<file path="src/rtl/opstage_pkg.sv">
package opstage_pkg;
  localparam int DATA_W = 16;
  localparam int OP_W   = 4;
  localparam int IDX_W  = $clog2(DATA_W);
  localparam int CNT_W  = IDX_W + 1;

  localparam logic [OP_W-1:0] OP_AND = 4'h0;
  localparam logic [OP_W-1:0] OP_OR  = 4'h1;
  localparam logic [OP_W-1:0] OP_NOT = 4'h2;
  localparam logic [OP_W-1:0] OP_ADD = 4'h3;
  localparam logic [OP_W-1:0] OP_SUB = 4'h4;
  localparam logic [OP_W-1:0] OP_MUL = 4'h8;
  localparam logic [OP_W-1:0] OP_DIV = 4'h9;

  typedef enum logic [2:0] {
    FN_ZERO, FN_AND, FN_OR, FN_NOT, FN_ADD, FN_SUB, FN_MACC, FN_DSTEP
  } aluFnE;

  typedef struct packed {
    aluFnE            fn;       // ALU function
    logic             shl;      // shifter: shift ALU output left by one
    logic             recirc;   // y operand comes from result register
    logic [IDX_W-1:0] bitIdx;   // multiplier bit that gates the addend
    logic             loadQ;    // load quotient shift register from A
    logic             selQuot;  // result register takes the quotient
    logic             resValid; // this cycle finishes a result
  } ctrlStrobesT;
endpackage

</file>
<file path="src/rtl/opstage_ctrl.sv">
module opstage_ctrl
  import opstage_pkg::*;
(
  input  logic            clk,
  input  logic            rstN,
  input  logic            irValid,
  input  logic [OP_W-1:0] irOp,
  output logic            stall,
  output ctrlStrobesT     strobes
);
  typedef enum logic [1:0] {ST_IDLE, ST_MUL, ST_DIV} seqStateE;

  localparam logic [CNT_W-1:0] LAST_STEP = CNT_W'(DATA_W - 1);

  seqStateE         stateQ, stateNext;
  logic [CNT_W-1:0] cntQ, cntNext;
  logic             lastStep;

  assign lastStep = (cntQ == LAST_STEP);

  always_comb begin
    strobes   = '{fn: FN_ZERO, default: '0};
    stall     = 1'b0;
    stateNext = stateQ;
    cntNext   = cntQ;
    unique case (stateQ)
      ST_IDLE: begin
        cntNext = '0;
        if (irValid) begin
          case (irOp)
            OP_AND: begin strobes.fn = FN_AND; strobes.resValid = 1'b1; end
            OP_OR:  begin strobes.fn = FN_OR;  strobes.resValid = 1'b1; end
            OP_NOT: begin strobes.fn = FN_NOT; strobes.resValid = 1'b1; end
            OP_ADD: begin strobes.fn = FN_ADD; strobes.resValid = 1'b1; end
            OP_SUB: begin strobes.fn = FN_SUB; strobes.resValid = 1'b1; end
            OP_MUL: begin stall = 1'b1; stateNext = ST_MUL; end
            OP_DIV: begin stall = 1'b1; strobes.loadQ = 1'b1; stateNext = ST_DIV; end
            default: ;
          endcase
        end
      end
      ST_MUL, ST_DIV: begin
        strobes.recirc = 1'b1;
        strobes.bitIdx = IDX_W'(DATA_W - 1) - cntQ[IDX_W-1:0];
        if (stateQ == ST_MUL) begin
          strobes.fn  = FN_MACC;
          strobes.shl = !lastStep;
        end else begin
          strobes.fn      = FN_DSTEP;
          strobes.selQuot = lastStep;
        end
        if (lastStep) begin
          strobes.resValid = 1'b1;
          stateNext        = ST_IDLE;
        end else begin
          stall   = 1'b1;
          cntNext = cntQ + 1'b1;
        end
      end
      default: stateNext = ST_IDLE;
    endcase
  end

  always_ff @(posedge clk) begin
    if (!rstN) begin
      stateQ <= ST_IDLE;
      cntQ   <= '0;
    end else begin
      stateQ <= stateNext;
      cntQ   <= cntNext;
    end
  end
endmodule

</file>
<file path="src/rtl/opstage_dp.sv">
module opstage_dp
  import opstage_pkg::*;
(
  input  logic              clk,
  input  logic              rstN,
  input  logic              loadIn,
  input  logic              inValid,
  input  logic [OP_W-1:0]   inOp,
  input  logic [DATA_W-1:0] inA,
  input  logic [DATA_W-1:0] inB,
  input  ctrlStrobesT       strobes,
  output logic              irValid,
  output logic [OP_W-1:0]   irOp,
  output logic              outValid,
  output logic [OP_W-1:0]   outOp,
  output logic [DATA_W-1:0] outR
);
  logic [DATA_W-1:0] aQ, bQ, rQ, qQ;
  logic [DATA_W-1:0] yIn, aluOut, shOut, rNext, qNext, divSub;
  logic [DATA_W:0]   divPart;
  logic              gateBit, divGe;

  assign yIn     = strobes.recirc ? rQ : bQ;
  assign gateBit = bQ[strobes.bitIdx];
  assign divPart = {rQ, qQ[DATA_W-1]};
  assign divGe   = (divPart >= {1'b0, bQ});
  assign divSub  = divPart[DATA_W-1:0] - bQ;

  always_comb begin
    unique case (strobes.fn)
      FN_AND:   aluOut = aQ & yIn;
      FN_OR:    aluOut = aQ | yIn;
      FN_NOT:   aluOut = ~aQ;
      FN_ADD:   aluOut = aQ + yIn;
      FN_SUB:   aluOut = aQ - yIn;
      FN_MACC:  aluOut = yIn + (gateBit ? aQ : '0);
      FN_DSTEP: aluOut = divGe ? divSub : divPart[DATA_W-1:0];
      default:  aluOut = '0;
    endcase
    shOut = strobes.shl ? (aluOut << 1) : aluOut;
    rNext = strobes.selQuot ? {qQ[DATA_W-2:0], divGe} : shOut;
    if (strobes.loadQ)              qNext = aQ;
    else if (strobes.fn == FN_DSTEP) qNext = {qQ[DATA_W-2:0], divGe};
    else                            qNext = qQ;
  end

  always_ff @(posedge clk) begin
    if (!rstN) begin
      irValid  <= 1'b0;
      irOp     <= '0;
      aQ       <= '0;
      bQ       <= '0;
      rQ       <= '0;
      qQ       <= '0;
      outValid <= 1'b0;
      outOp    <= '0;
    end else begin
      if (loadIn) begin
        irValid <= inValid;
        irOp    <= inOp;
        aQ      <= inA;
        bQ      <= inB;
      end
      rQ       <= rNext;
      qQ       <= qNext;
      outValid <= strobes.resValid;
      outOp    <= irOp;
    end
  end

  assign outR = rQ;
endmodule

</file>
<file path="src/rtl/opstage_top.sv">
module opstage_top
  import opstage_pkg::*;
(
  input  logic              clk,
  input  logic              rstN,
  input  logic              inValid,
  input  logic [OP_W-1:0]   inOp,
  input  logic [DATA_W-1:0] inA,
  input  logic [DATA_W-1:0] inB,
  output logic              stall,
  output logic              outValid,
  output logic [OP_W-1:0]   outOp,
  output logic [DATA_W-1:0] outR
);
  ctrlStrobesT     strobes;
  logic            irValid;
  logic [OP_W-1:0] irOp;

  opstage_ctrl ctrl_i (
    .clk(clk), .rstN(rstN), .irValid(irValid), .irOp(irOp),
    .stall(stall), .strobes(strobes)
  );

  opstage_dp dp_i (
    .clk(clk), .rstN(rstN), .loadIn(!stall), .inValid(inValid), .inOp(inOp),
    .inA(inA), .inB(inB), .strobes(strobes), .irValid(irValid), .irOp(irOp),
    .outValid(outValid), .outOp(outOp), .outR(outR)
  );
endmodule

</file>
<file path="config.mk">
export PLATFORM = sky130hd
export DESIGN_NAME = opstage_top
export DESIGN_NICKNAME = d
export VERILOG_FILES = /design/src/rtl/opstage_pkg.sv /design/src/rtl/opstage_ctrl.sv /design/src/rtl/opstage_dp.sv /design/src/rtl/opstage_top.sv
export SDC_FILE = /design/constraint.sdc
export NUM_CORES = 1
export LEC_CHECK = 0
export CORE_MARGIN = 5
export CORE_UTILIZATION = 45
export DETAILED_ROUTE_END_ITERATION = 10
export DONT_BUFFER_PORTS = 1
export SLEW_MARGIN = 5
export SYNTH_ARGS = -nofsm -noshare
export SYNTH_HDL_FRONTEND = slang
export SYNTH_SLANG_ARGS = --single-unit
</file>
<file path="constraint.sdc">
create_clock -name clk -period 12.4 [get_ports clk]
set_input_delay 1.24 -clock clk [delete_from_list [all_inputs] [get_ports clk]]
set_output_delay 1.24 -clock clk [all_outputs]
set_load 0.005 [all_outputs]
</file>
# [Yosys cells after proc, flatten, opt, wreduce, memory -nomap -nowiden]
# Cells that the tools add are included.
[word_totals] register_bits=81 in_bits=39 elab_cells=86
[classes] addsub=6 order_cmp=2 eq_ne=20 n_mux=35 bitwise=3 n_reduce_logical=10
[ops] op="$mux W16" n=7
[ops] op="$pmux W16 S7" n=1
[ops] op="$add A16 B16 Y16" n=2
[ops] op="$sub A16 B16 Y16" n=2
[ops] op="$ge A17 B16 Y1" n=1
[ops] op="$and A16 B16 Y16" n=1
[ops] op="$not A16 Y16" n=1
[ops] op="$or A16 B16 Y16" n=1
[ops] op="$pmux W3 S5" n=1
[ops] op="$mux W1" n=14
[ops] op="$eq A3 B3 Y1 const B" n=4
[ops] op="$pmux W5 S2" n=1
[ops] op="$eq A4 B2 Y1 const B" n=2
[ops] op="$eq A4 B4 Y1 const B" n=2
[ops] op="$pmux W2 S2" n=2
[ops] op="$eq A3 B2 Y1 const B" n=2
[ops] op="$mux W6" n=1
[ops] op="$pmux W3 S2" n=1
[ops] op="$add A5 B1 Y5 const B" n=1
[ops] op="$eq A5 B4 Y1 const B" n=1
[ops] op="$lt A4 B5 Y1 const B" n=1
[ops] op="$mux W5" n=1
[ops] op="$reduce_or A5 Y1" n=1
[ops] op="$bmux W1 S4" n=1
[ops] op="19 further kinds" n=24

# [Longest topological paths before layout]
[logic_depth] ltp_word=11 mapped_depth=21 ltp_nobuf=20

# [Cells and area by module]
# From an unflattened synthesis, not the netlist that was laid out.
[unflattened] hier_cells=949 hier_area_um2=7614.8
[by_module_without_submodules] module="opstage_dp" instances=1 cells_each=872 area_each_um2=6988.0
[by_module_without_submodules] module="opstage_ctrl" instances=1 cells_each=76 area_each_um2=623.1
[by_module_without_submodules] module="opstage_top" instances=1 cells_each=1 area_each_um2=3.8

# [Worst setup path after synthesis]
# No wires, ideal clock.
[synth_timing] path_kind="register to register" start="register ctrl_i.stateQ[0]" end="register dp_i.rQ[15], in the netlist dp_i.outR[15]" setup_ps=96 t_arrival_ps=4326 path_slack_ps=7978 stages_incl_launch_ff=21 path_buffers=2 synth_period_minus_slack_ps=4422 path_cell_list="dfxtp_1 inv_1 ha_1 buf_2 inv_1 o311ai_0 a41oi_1 o22a_1 nor2_1 clkbuf_1 a21oi_1 ha_1 and3_4 a2111oi_4 a221o_1 a31o_2 o211ai_1 a21oi_1 xnor2_1 a221oi_2 o41ai_2"
[synth_via] elab_chain_len=10 elab_cells_between_ends=29
[synth_lines] item="start, declared" line="opstage_ctrl.sv:15" source="seqStateE stateQ, stateNext;"
[synth_lines] item="start signal, assigned" line="opstage_ctrl.sv:69" source="stateQ <= stateNext;"
[synth_lines] item="$eq A2 B2 Y1 / $eq A2 B1 Y1 (equally long branches)" line="opstage_ctrl.sv:26, opstage_ctrl.sv:45"
[synth_lines] item="$reduce_or A2 Y1" line="opstage_ctrl.sv:26" source="unique case (stateQ)"
[synth_lines] item="$mux W6" line="opstage_ctrl.sv:26"
[synth_lines] item="$bmux W1 S4" line="opstage_dp.sv:24" source="assign gateBit = bQ[strobes.bitIdx];"
[synth_lines] item="$mux W1 (implied by the code)" line="opstage_dp.sv:24"
[synth_lines] item="$mux W16" line="opstage_dp.sv:36" source="FN_MACC: aluOut = yIn + (gateBit ? aQ : '0);"
[synth_lines] item="$add A16 B16 Y16" line="opstage_dp.sv:36"
[synth_lines] item="$pmux W16 S7" line="opstage_dp.sv:30" source="unique case (strobes.fn)"
[synth_lines] item="$mux W16" line="opstage_dp.sv:40" source="shOut = strobes.shl ? (aluOut << 1) : aluOut;"
[synth_lines] item="$mux W16 (*)" line="opstage_dp.sv:41" source="rNext = strobes.selQuot ? {qQ[DATA_W-2:0], divGe} : shOut;"
[synth_lines] item="end signal, assigned" line="opstage_dp.sv:64" source="rQ <= rNext;"
[synth_lines] item="end, declared" line="opstage_dp.sv:18" source="logic [DATA_W-1:0] aQ, bQ, rQ, qQ;"
# Mark *: on every way between the ends. The rest lies on a longest branch, timed or not. The select of a mux whose other input is x is not followed.
# A chain may end at the register's enable or synchronous reset.

# [Final worst setup path]
[layout_timing] start="register ctrl_i.stateQ[0]" end="register dp_i.rQ[12], in the netlist dp_i.outR[12]"
# Same word-level chain as after synthesis.

==> impl_metrics.toml <==
[synth]
synth_compound_gate_area_share = 0.274
yosysMostFrequentCell = "sky130_fd_sc_hd__nand2_1"
ys.flop_type = "sky130_fd_sc_hd__dfxtp_1"
synth.largest_area_cell = "sky130_fd_sc_hd__dfxtp_1"
synthDominantCellAreaShare = 0.222
largest_family_of_logic_cells_by_synthesized_area = "compound AO/OA/AOI/OAI gates"
async_flop_share = 0
yosysSeqAreaShare = 0.222
synth.area.top_cells = "sky130_fd_sc_hd__dfxtp_1 22%, sky130_fd_sc_hd__ha_1 14%, sky130_fd_sc_hd__nand2_1 8.9%"
synth_simple_gate_area_frac = 0.217
synth-xor-area-share = 0.0409
synth_warn = 0
synthAdderAreaFrac = 0.151
synth_area_sq_mm = 0.00729
postSynthRegisterBits = 81
synth_mux_area_frac = 0.0292
synth_enable_flop_cells = 0
syn_avg_cell_area_sq_um = 7.41
synth_fp_nets = 1109
synth_cell_type_count = 83
ys_top_cells_by_count = "173 x sky130_fd_sc_hd__nand2_1, 92 x sky130_fd_sc_hd__a21oi_1, 83 x sky130_fd_sc_hd__ha_1"
netlist_instances = 984

[die]
number_of_top_level_pins = 61
initial_core_util = 0.459
dieArea_sq_mm = 0.0188
die_h_microns = 137
placement_rows = 46
core-area_sq_mm = 0.0159
die-width_microns = 137

[detailed_routing]
detail-route-antenna-nets = 0
drt_drc_violations_left = 0
route.detailed.wl_per_inst_microns = 19.2
wl_mm = 22.7
avgViaCountPerCell = 5.92
via_count = 6988
initialDrtViolationCount = 529
drt_first_pass_iters = 5

[hold_path]
worst_hold_path_type = "reg -> reg"
hold_path_startpoint = "dp_i.bQ[12]"
hold_end = "dp_i.bQ[12]"
min_delay_path_depth = 2

[final_layout]
layout-drive-gt1-share = 0.0488
area_delta_synth_final_pct = 6.23
post-route-cell-area_sq_mm = 0.00774
final_cell_count_no_fill = 1180
fill_cells = 1696
num-nets-final = 1084
diodes_inserted = 0

[clock_tree]
clock_tree.buffer_depth = 2
cts_tree = "built"
clock-root-buffer = "sky130_fd_sc_hd__clkbuf_16"
post-cts-setup-buffer-count = 0
worst_skew_pair.late_latency_ns = 0.36
cts_hold_repair.buffers = 0
cts_htree_levels = 3
postCtsResizedCells = 0
cts_buffer_count = 9
clkSlewWorstSetupHoldPaths_ns = 0.07
numClockSinks = 81

[sta]
timing.slew.headroom = 0.291
report.final.hold_viol_count = 0
report.final.setup_viol = 0
grt_setup_unrepaired = "no"
tightest_slew_ns = 1.06
part_of_the_cycle_the_worst_path_needs = 0.445
finClkSkew_ns = 0.00704
timing.final.crit_period_ns = 5.51
setup-tns-final_ns = 0
final_critical_path_setup_slack_ns = 6.89
max_freq_mhz = 181
finalMaxSlewViolations = 0

[job]
max_cap_viol_count = 0

[power]
p_switching_uw = 288
power.share.combinational = 0.297
power_frac_clock = 0.349
power.density_cell_area_mw_per_mm2 = 106
seqPwrFrac = 0.355
cellLeakagePower_uw = 0.00319
worst_vdd_rail_ir_drop_uv = 105
internal-power_uw = 529
switching_share = 0.352

[critical_path]
r2r_cells = 21
reg2reg_start = "ctrl_i.stateQ[0]"
ff2ff_setup_slack_ns = 6.89
rr_endpoint = "dp_i.outR[12]"
cp_data_arrival_time_ns = 5.74
crit_path_max_fanout = 48
crit_path_max_incr_delay_ns = 0.82
timing.critical_path.cells = "inv_1 -> ha_1 -> buf_4 -> inv_1 -> o311ai_0 -> a41oi_1 -> o22a_1 -> nor2_1 -> a21oi_1 -> ha_1 -> inv_1 -> fa_1 -> nor2b_1 -> o31ai_1 -> o211ai_1 -> a21oi_1 -> nor2_1 -> o311ai_0 -> nand2_1 -> a211oi_1 -> o221ai_1"
critPathLaunchType = "flop"
worst-setup-path-type = "reg -> reg"
required_ns = 12.62
crit_path_frequent_cell = "sky130_fd_sc_hd__inv_1"
critical-path-slowest-cell = "sky130_fd_sc_hd__nor2_1"
timing.critical_path.to_type = "flop"

[place]
worst_slack_after_detailed_placement_ns = 6.95
dp_cells = 1164
portBuffers = 0
detailed_place_hpwl_mm = 17.4
placedInstanceArea_sq_mm = 0.00743
gp_congestion = 0.919

[global_routing]
grt_pass1_wl_mm = 35.9
globalRouteOverflowTotal = 0
grt_max_degree = 49
grt_use_total = 0.244
antenna_found_initial = 0
first_global_vias = 6578

[outcome]
status = "complete, no violations"
metal layers:
layer / vias to the layer above / track usage / routed length [microns] / share of wire
met1: 3281 / 0.343 / 10600 / 0.47
met3: 36 / 0.0398 / 1340 / 0.059
met5: - / 0 / 0 / 0
met2: 223 / 0.385 / 10300 / 0.45
li1: 3448 / - / - / -
met4: 0 / 0.0732 / 462 / 0.020
through the flow:
stage	util	power [uW]	hold slack, ns
6_report	0.487	817	0.458
5_1_grt	0.487	862	0.484
4_1_cts	0.487	822	0.464
3_5_place_dp	0.468	534	0.455
3_3_place_gp	0.468	534	0.443
2_1_floorplan	-	480	0.432
power by group through the flow:
stage	Clock, uW	Combinational [uW]	Sequential, uW
after CTS	292	240	290
final	285	242	290
after detailed placement	0	238	296
after global placement	0	239	296
after global routing	301	270	292
after floorplan	0	193	287
sequential cells by signal (all words and copies together), names as in the netlist:
name / count
dp_i.outOp: 4
dp_i.bQ: 16
ctrl_i.cntQ: 5
dp_i.aQ: 16
dp_i.irOp: 4
ctrl_i.stateQ: 2
dp_i.qQ: 16
dp_i.irValid: 1
dp_i.outValid: 1
dp_i.outR: 16
worst max-delay path: cells and delay by family, from the launching register on:
kind / cells / cell delay (ns)
adders and majority gates: 3 / 0.72
buffers and inverters: 4 / 0.66
AOI/OAI and AO/OA: 10 / 2.48
and+or+nand+nor: 4 / 1.07
DFF: 1 / 0.40
area by class of cell:
| cell class | instances | area (sq um) | share of cell area |
|---|---|---|---|
| multi-input cells | 783 | 5190 | 0.670 |
| flip-flops and latches | 81 | 1620 | 0.209 |
| inverters | 75 | 282 | 0.0364 |
| well taps | 216 | 270 | 0.0349 |
| clock buffers | 9 | 225 | 0.0291 |
| clock inverters | 7 | 86.3 | 0.0112 |
| repair buffers | 9 | 67.6 | 0.00873 |
cell usage in the layout, fill, tap and decap left out, types with 6 or more instances in the layout:
cell	count
sky130_fd_sc_hd__a21o_1	6
sky130_fd_sc_hd__a21oi_1	92
sky130_fd_sc_hd__a221oi_1	8
sky130_fd_sc_hd__a22oi_1	10
sky130_fd_sc_hd__a311oi_1	16
sky130_fd_sc_hd__a31oi_1	6
sky130_fd_sc_hd__and2_1	8
sky130_fd_sc_hd__buf_4	9
sky130_fd_sc_hd__clkbuf_16	9
sky130_fd_sc_hd__dfxtp_1	81
sky130_fd_sc_hd__ha_1	83
sky130_fd_sc_hd__inv_1	71
sky130_fd_sc_hd__mux2_1	7
sky130_fd_sc_hd__mux2i_1	10
sky130_fd_sc_hd__nand2_1	173
sky130_fd_sc_hd__nand2b_1	10
sky130_fd_sc_hd__nand3_1	15
sky130_fd_sc_hd__nor2_1	74
sky130_fd_sc_hd__nor2b_1	12
sky130_fd_sc_hd__nor3_1	16
sky130_fd_sc_hd__o21a_1	7
sky130_fd_sc_hd__o21ai_0	49
sky130_fd_sc_hd__o21ai_1	13
sky130_fd_sc_hd__o221ai_1	10
sky130_fd_sc_hd__o22ai_1	8
sky130_fd_sc_hd__xnor2_1	24
sky130_fd_sc_hd__xor2_1	10
cells by family after synthesis:
| kind of cell | count (synthesis) |
|---|---|
| buffers and inverters | 120 |
| xor gates and xnor gates | 34 |
| AOI/OAI and AO/OA | 295 |
| muxes | 19 |
| adders and majority gates | 86 |
| DFF | 81 |
| and+or+nand+nor | 349 |
worst max-delay path by stage:
| stage | start | end | slack, ns | cells after the start |
|---|---|---|---|---|
| floorplan | ctrl_i.stateQ[0] | dp_i.outR[15] | 7.98 | 20 |
| global placement | ctrl_i.stateQ[0] | dp_i.outR[12] | 7.05 | 21 |
| detailed placement | ctrl_i.stateQ[0] | dp_i.outR[12] | 6.95 | 21 |
| CTS | ctrl_i.stateQ[0] | dp_i.outR[12] | 6.91 | 21 |
| global route | ctrl_i.stateQ[1] | dp_i.outR[15] | 6.35 | 21 |
| finish | ctrl_i.stateQ[0] | dp_i.outR[12] | 6.89 | 21 |
Power figures use the tool's default switching activity.
